[src/rtl/spi_dual_pkg.sv]
// Shared constants for the dual-bus serial slave.
// Assumes command codes fit in the command field width chosen by the top.
package spi_dual_pkg;
    localparam int CMD_WRITE = 2;   // register write command code
    localparam int CMD_READ  = 3;   // register read command code
endpackage

[src/rtl/spi_sync.sv]
// Multi-bit, multi-stage synchroniser for asynchronous serial pins.
// Assumes each bit is independent (no bus coherency needed) and that
// inputs stay stable for several system clocks between changes.
module spi_sync #(
    parameter int              WIDTH   = 4,
    parameter int              STAGES  = 2,
    parameter logic [WIDTH-1:0] RST_VAL = '0
) (
    input  logic             clk,
    input  logic             rst_n,
    input  logic [WIDTH-1:0] din,
    output logic [WIDTH-1:0] dout
);
    logic [WIDTH-1:0] stage_q [STAGES];

    // First stage samples the raw pins.
    always_ff @(posedge clk) begin
        if (!rst_n) stage_q[0] <= RST_VAL;
        else        stage_q[0] <= din;
    end

    for (genvar g = 1; g < STAGES; g++) begin : g_stage
        // Each later stage re-registers the previous one.
        always_ff @(posedge clk) begin
            if (!rst_n) stage_q[g] <= RST_VAL;
            else        stage_q[g] <= stage_q[g-1];
        end
    end

    assign dout = stage_q[STAGES-1];
endmodule

[src/rtl/spi_ctrl_frame.sv]
// Control-bus frame decoder: shifts in command, address and value bits,
// issues a read request once the header is complete, serialises the read
// value on falling edges, and commits writes on select release.
// Assumes edge strobes are single-cycle and already synchronised.
module spi_ctrl_frame
    import spi_dual_pkg::*;
#(
    parameter int CMD_W  = 8,
    parameter int ADDR_W = 8,
    parameter int DATA_W = 16
) (
    input  logic              clk,
    input  logic              rst_n,
    input  logic              bit_rise,
    input  logic              bit_fall,
    input  logic              sin,
    input  logic              sel_n,
    input  logic              sel_fall,
    input  logic              sel_rise,
    input  logic [DATA_W-1:0] rdata,
    output logic              wr_pulse,
    output logic              rd_pulse,
    output logic [ADDR_W-1:0] addr,
    output logic [DATA_W-1:0] wdata,
    output logic              so,
    output logic              so_oe
);
    localparam int HDR_BITS   = CMD_W + ADDR_W;
    localparam int FRAME_BITS = HDR_BITS + DATA_W;
    localparam int CNT_W      = $clog2(FRAME_BITS + 2);
    localparam logic [CNT_W-1:0] CNT_HDR_LAST = CNT_W'(HDR_BITS - 1);
    localparam logic [CNT_W-1:0] CNT_HDR      = CNT_W'(HDR_BITS);
    localparam logic [CNT_W-1:0] CNT_FULL     = CNT_W'(FRAME_BITS);
    localparam logic [CNT_W-1:0] CNT_SAT      = CNT_W'(FRAME_BITS + 1);

    logic [FRAME_BITS-1:0] shreg;
    logic [FRAME_BITS-1:0] shreg_nxt;
    logic [CNT_W-1:0]      cnt;
    logic                  is_read;
    logic [DATA_W-1:0]     out_sh;
    logic                  oe_q;
    logic [CMD_W-1:0]      hdr_cmd;
    logic [CMD_W-1:0]      frame_cmd;

    // Next shift value and the command byte seen at two frame positions.
    always_comb begin
        shreg_nxt = {shreg[FRAME_BITS-2:0], sin};
        hdr_cmd   = shreg[HDR_BITS-2 -: CMD_W];
        frame_cmd = shreg[FRAME_BITS-1 -: CMD_W];
    end

    // Frame sequencing: count, shift, read launch, output shift, commit.
    always_ff @(posedge clk) begin
        if (!rst_n) begin
            shreg    <= '0;
            cnt      <= '0;
            is_read  <= 1'b0;
            out_sh   <= '0;
            oe_q     <= 1'b0;
            addr     <= '0;
            wdata    <= '0;
            wr_pulse <= 1'b0;
            rd_pulse <= 1'b0;
        end else begin
            wr_pulse <= 1'b0;
            rd_pulse <= 1'b0;
            if (sel_fall) begin
                cnt     <= '0;
                is_read <= 1'b0;
                oe_q    <= 1'b0;
            end else if (!sel_n && bit_rise) begin
                shreg <= shreg_nxt;
                if (cnt != CNT_SAT) cnt <= cnt + CNT_W'(1);
                if (cnt == CNT_HDR_LAST && hdr_cmd == CMD_W'(CMD_READ)) begin
                    is_read  <= 1'b1;
                    rd_pulse <= 1'b1;
                    addr     <= shreg_nxt[ADDR_W-1:0];
                end
            end else if (!sel_n && bit_fall && is_read) begin
                if (!oe_q && cnt == CNT_HDR) begin
                    out_sh <= rdata;
                    oe_q   <= 1'b1;
                end else if (oe_q) begin
                    out_sh <= {out_sh[DATA_W-2:0], 1'b0};
                end
            end
            if (sel_rise) begin
                oe_q    <= 1'b0;
                is_read <= 1'b0;
                if (cnt == CNT_FULL && frame_cmd == CMD_W'(CMD_WRITE)) begin
                    wr_pulse <= 1'b1;
                    addr     <= shreg[DATA_W+ADDR_W-1:DATA_W];
                    wdata    <= shreg[DATA_W-1:0];
                end
            end
        end
    end

    assign so    = out_sh[DATA_W-1];
    assign so_oe = oe_q;
endmodule

[src/rtl/spi_data_stream.sv]
// Data-bus byte assembler: packs rising-edge bits MSB first into bytes
// and strobes each completed byte. Assumes `active` already folds in
// select routing; a low `active` drops any partial byte.
module spi_data_stream #(
    parameter int BYTE_W = 8
) (
    input  logic              clk,
    input  logic              rst_n,
    input  logic              active,
    input  logic              bit_rise,
    input  logic              sin,
    output logic              byte_valid,
    output logic [BYTE_W-1:0] byte_data
);
    localparam int BC_W = $clog2(BYTE_W);
    localparam logic [BC_W-1:0] BC_LAST = BC_W'(BYTE_W - 1);

    logic [BYTE_W-1:0] sh;
    logic [BYTE_W-1:0] sh_nxt;
    logic [BC_W-1:0]   bcnt;

    // Shift value including the newly sampled bit.
    always_comb sh_nxt = {sh[BYTE_W-2:0], sin};

    // Bit collection and byte strobe generation.
    always_ff @(posedge clk) begin
        if (!rst_n) begin
            sh         <= '0;
            bcnt       <= '0;
            byte_valid <= 1'b0;
            byte_data  <= '0;
        end else begin
            byte_valid <= 1'b0;
            if (!active) begin
                bcnt <= '0;
            end else if (bit_rise) begin
                sh   <= sh_nxt;
                bcnt <= bcnt + BC_W'(1);
                if (bcnt == BC_LAST) begin
                    byte_valid <= 1'b1;
                    byte_data  <= sh_nxt;
                end
            end
        end
    end
endmodule

[src/rtl/spi_dual_slave.sv]
// Top of the dual-bus serial slave: synchronises the pins, derives edge
// strobes, routes bits to the control decoder or the byte stream, keeps
// the shared-select mode bit, and drives the ready flag.
// Assumes the system clock is at least 8x the serial clock.
module spi_dual_slave #(
    parameter int SYNC_STAGES = 2,
    parameter int CMD_W       = 8,
    parameter int ADDR_W      = 8,
    parameter int DATA_W      = 16,
    parameter int BYTE_W      = 8,
    parameter int MODE_ADDR   = 0,
    parameter int SHARE_BIT   = 10
) (
    input  logic              clk,
    input  logic              rst_n,
    input  logic              sclk,
    input  logic              si,
    input  logic              cs_n,
    input  logic              dcs_n,
    output logic              so,
    output logic              so_oe,
    input  logic              reg_busy,
    output logic              dreq,
    output logic              reg_rd,
    output logic              reg_wr,
    output logic [ADDR_W-1:0] reg_addr,
    output logic [DATA_W-1:0] reg_wdata,
    input  logic [DATA_W-1:0] reg_rdata,
    output logic              byte_valid,
    output logic [BYTE_W-1:0] byte_data
);
    localparam int PIN_W = 4;
    localparam logic [PIN_W-1:0] PIN_RST = 4'b0011; // sclk low, selects high

    logic [PIN_W-1:0] pins_s;
    logic sclk_s, si_s, csn_s, dcsn_s;
    logic sclk_q, csn_q;
    logic bit_rise, bit_fall, sel_fall, sel_rise;
    logic share_q, dreq_q, data_active;

    spi_sync #(.WIDTH(PIN_W), .STAGES(SYNC_STAGES), .RST_VAL(PIN_RST)) u_sync (
        .clk  (clk),
        .rst_n(rst_n),
        .din  ({sclk, si, cs_n, dcs_n}),
        .dout (pins_s)
    );

    assign {sclk_s, si_s, csn_s, dcsn_s} = pins_s;

    // Previous synchronised levels for edge detection.
    always_ff @(posedge clk) begin
        if (!rst_n) begin
            sclk_q <= 1'b0;
            csn_q  <= 1'b1;
        end else begin
            sclk_q <= sclk_s;
            csn_q  <= csn_s;
        end
    end

    // Edge strobes and data-bus routing.
    always_comb begin
        bit_rise    = sclk_s & ~sclk_q;
        bit_fall    = ~sclk_s & sclk_q;
        sel_fall    = csn_q & ~csn_s;
        sel_rise    = ~csn_q & csn_s;
        data_active = csn_s & (share_q | ~dcsn_s);
    end

    spi_ctrl_frame #(.CMD_W(CMD_W), .ADDR_W(ADDR_W), .DATA_W(DATA_W)) u_ctrl (
        .clk     (clk),
        .rst_n   (rst_n),
        .bit_rise(bit_rise),
        .bit_fall(bit_fall),
        .sin     (si_s),
        .sel_n   (csn_s),
        .sel_fall(sel_fall),
        .sel_rise(sel_rise),
        .rdata   (reg_rdata),
        .wr_pulse(reg_wr),
        .rd_pulse(reg_rd),
        .addr    (reg_addr),
        .wdata   (reg_wdata),
        .so      (so),
        .so_oe   (so_oe)
    );

    spi_data_stream #(.BYTE_W(BYTE_W)) u_data (
        .clk       (clk),
        .rst_n     (rst_n),
        .active    (data_active),
        .bit_rise  (bit_rise),
        .sin       (si_s),
        .byte_valid(byte_valid),
        .byte_data (byte_data)
    );

    // Shared-select mode follows committed writes to the mode address.
    always_ff @(posedge clk) begin
        if (!rst_n)
            share_q <= 1'b0;
        else if (reg_wr && reg_addr == ADDR_W'(MODE_ADDR))
            share_q <= reg_wdata[SHARE_BIT];
    end

    // Ready flag: held low one cycle past a commit or a busy cycle.
    always_ff @(posedge clk) begin
        if (!rst_n) dreq_q <= 1'b1;
        else        dreq_q <= ~(reg_busy | reg_wr);
    end

    assign dreq = dreq_q & ~reg_wr;
endmodule

[config.mk]
export PLATFORM = sky130hd
export DESIGN_NAME = spi_dual_slave
export DESIGN_NICKNAME = d
export VERILOG_FILES = /design/src/rtl/spi_dual_pkg.sv /design/src/rtl/spi_sync.sv /design/src/rtl/spi_ctrl_frame.sv /design/src/rtl/spi_data_stream.sv /design/src/rtl/spi_dual_slave.sv
export SDC_FILE = /design/constraint.sdc
export NUM_CORES = 1
export LEC_CHECK = 0
export ABC_AREA = 0
export BUFFER_PORTS_ARGS = -buffer_cell sky130_fd_sc_hd__buf_2
export CAP_MARGIN = 40
export CORE_ASPECT_RATIO = 1.1
export CORE_MARGIN = 2
export CORE_UTILIZATION = 39
export DETAILED_ROUTE_END_ITERATION = 10
export PLACE_DENSITY = 0.55
export SLEW_MARGIN = 10
export SYNTH_ARGS = -nofsm -noshare
export SYNTH_HDL_FRONTEND = slang
export SYNTH_SLANG_ARGS = --single-unit
[constraint.sdc]
create_clock -name clk -period 2.27 [get_ports clk]
set_input_delay 0.3405 -clock clk [delete_from_list [all_inputs] [get_ports clk]]
set_output_delay 0.3405 -clock clk [all_outputs]
set_load 0.02 [all_outputs]
==> impl_metrics.ini <==
[timing]
whs_ps = 111
tightest_slew_ps = 500
skew_ps = 5.99
slew_viol_final = 0
setup_viol = 0
fmax_ghz = 0.545
period_share_pct = 80.8
finalCriticalPeriod_ps = 1830
max_slew_margin_pct = 66.2
grt_setup_unrepaired = false
hold_viol = 0
fin_tns_setup_ps = 0

[worst_setup_path]
cp-start-kind = flip-flop
reg2reg_setup_slack_ps = 440
worstPathRequired_ps = 2610
cp_max_fo = 7
cp-end-kind = flip-flop
cp_data_arrival_time_ps = 2170
criticalPathCategory = reg2reg

[global_routing]
grt_first_pass_wirelength_um = 17000
grt_pass1_vias = 3413
antenna_found_initial = 0
busiest_layer = met2
grt_max_degree = 33
use_met2_pct = 27.4
grt_util_all_layers_pct = 17.8
grt-ovfl-total = 0
use_met1_pct = 23.7
gr-usage-met3_pct = 4.88

[logic_synthesis]
syn_nets = 523
synthFlopType = dfxtp_1
synth_area_um2 = 4380
ys_warn_count = 0
seq_area_frac_synth_pct = 51.7
ys_types = 39
ys_seq_elements = 113
syn_inst = 495
async_flop_share_pct = 0
synth_edf_count = 0
postSynthAreaPerCell_um2 = 8.84

[layout]
nNetsFinal = 587
drive_gt1_share_pct = 20.3
area_growth_pct = 25.7
layout.cells.most_common = dfxtp_1
final_cell_mix = dfxtp_1, nand2_1, a21oi_1, buf_2, mux2i_1
antenna_cells = 0

[floorplan]
io_pins = 61
core_um2 = 10900
die_height_um = 115
initial_core_util_pct = 40.1
rows = 40
die_w_um = 105
die_area_um2 = 12100

[cts]
clk_pin_slew_ps = 50
cts_tree = done
cts_buffer_depth = 2
holdBufCountCts = 0
insertion_delay_ps = 410
cts-root-buf = clkbuf_16
cts_made_buffers = 17
cts.sinks = 113
htreeDepth = 4
post_cts_buffers = 0
ctsResizeCount = 0

[outcome]
outcome = completed

[pwr]
power_w = 0.00489
p_leak_nw = 2.25
ir_drop_mv = 0.450
power.density_nw_per_um2 = 889

[worst_hold_path]
hold_class = in2reg

[drt]
first_pass_iters = 4
drt_wl_total_um = 10200
ant_nets = 0
drc = 0
viasPerCell = 5.10
post_drt_wl_per_cell_um = 14.1
num_vias = 3660
drt-initial-drc-count = 226

[placement]
gp_congestion = 0.787
io_buffers = 60
dp_hpwl_um = 6830

[run]
drv_cap = 0
## logic make-up after synthesis
| group | synth area share [%] |
|---|---|
| muxes | 7.32 |
| xor gates and xnor gates | 1.00 |
| and+or+nand+nor | 20.5 |
| buffers and inverters | 3.43 |
| DFF | 51.7 |
| AOI/OAI and AO/OA | 14.6 |
| adders and majority gates | 1.43 |
## Yosys cell counts, drive strengths merged (2+ instances only)
library cell	n	area, um^2
nor4	3	25.0
buf	9	47.6
nand2	103	387
nand4	12	75.1
clkbuf	23	87.6
a31oi	9	56.3
nor2	29	109
nor4b	4	35.0
nand2b	10	62.6
and2	6	37.5
ha	5	62.6
nor3	4	20.0
nor3b	2	26.3
nand3	6	35.0
nor2b	2	12.5
and3	3	18.8
a21oi	68	340
dfxtp	113	2260
xnor2	4	35.0
a211oi	15	113
inv	4	15.0
mux2i	32	320
o21ai	18	90.1
## flip-flops by register name, indices dropped and copies added, names as in the netlist
register and count:
csn_q 1, dreq_q 1, sclk_q 1, share_q 1
u_ctrl.addr 8, u_ctrl.cnt 6, u_ctrl.is_read 1, u_ctrl.out_sh 16
u_ctrl.rd_pulse 1, u_ctrl.shreg 32, u_ctrl.so_oe 1, u_ctrl.wdata 16
u_ctrl.wr_pulse 1, u_data.bcnt 3, u_data.byte_data 8, u_data.byte_valid 1
u_data.sh 7, u_sync.stage_q 8
## where the power goes
group	switching, W	internal [W]	total (W)
Sequential	0.00000514	0.00199	0.00200
Combinational	0.0000536	0.0000329	0.0000865
Clock	0.000892	0.00191	0.00280
Total	0.000951	0.00394	0.00489
## worst max-delay path: stages, from the launching register on
cell and delay, ps:
dfxtp_1 360, inv_1 70, ha_1 140, nor3b_4 340, a31oi_1 160, or4b_1 540
a21oi_1 150
## worst paths after layout
| check | depth (start not counted) | endpoint | start |
|---|---|---|---|
| setup / recovery | 6 | u_ctrl.out_sh[0]$_SDFFE_PN0P_ | u_ctrl.cnt[0]$_SDFFE_PP0P_ |
| hold / removal | 2 | dreq_q$_SDFF_PN1_ | reg_busy |
| setup reg to reg | 6 | u_ctrl.out_sh[0]$_SDFFE_PN0P_ | u_ctrl.cnt[0]$_SDFFE_PP0P_ |
| hold reg to reg | 1 | u_sync.stage_q[1][0]$_SDFF_PN1_ | u_sync.stage_q[0][0]$_SDFF_PN1_ |
## area by class of cell
type	instances	area (um^2)
fillers	1087	5410
repair buffers	77	440
clock inverters	10	158
clock buffers	21	470
well taps	147	184
flip-flops and latches	113	2260
inverters	4	15.0
multi-input cells	346	1970
## layer usage
| metal | wire length (um) | part of all wire (%) |
|---|---|---|
| met4 | 129 | 1.3 |
| met2 | 4680 | 46 |
| met1 | 4950 | 49 |
| met3 | 393 | 3.9 |
| met5 | 0 | 0 |
## metrics by stage
| step | setup slack, ps | util [%] | instance area [um^2] | instances |
|---|---|---|---|---|
| after global routing | 288 | 50.4 | 5500 | 718 |
| after CTS | 420 | 50.4 | 5500 | 718 |
| final | 436 | 50.4 | 5500 | 718 |
| after floorplan | 580 | - | 4380 | 495 |
| after detailed placement | 442 | 44.6 | 4870 | 687 |
| after global placement | 507 | 44.6 | 4870 | 687 |
Power figures use the tool's default switching activity.
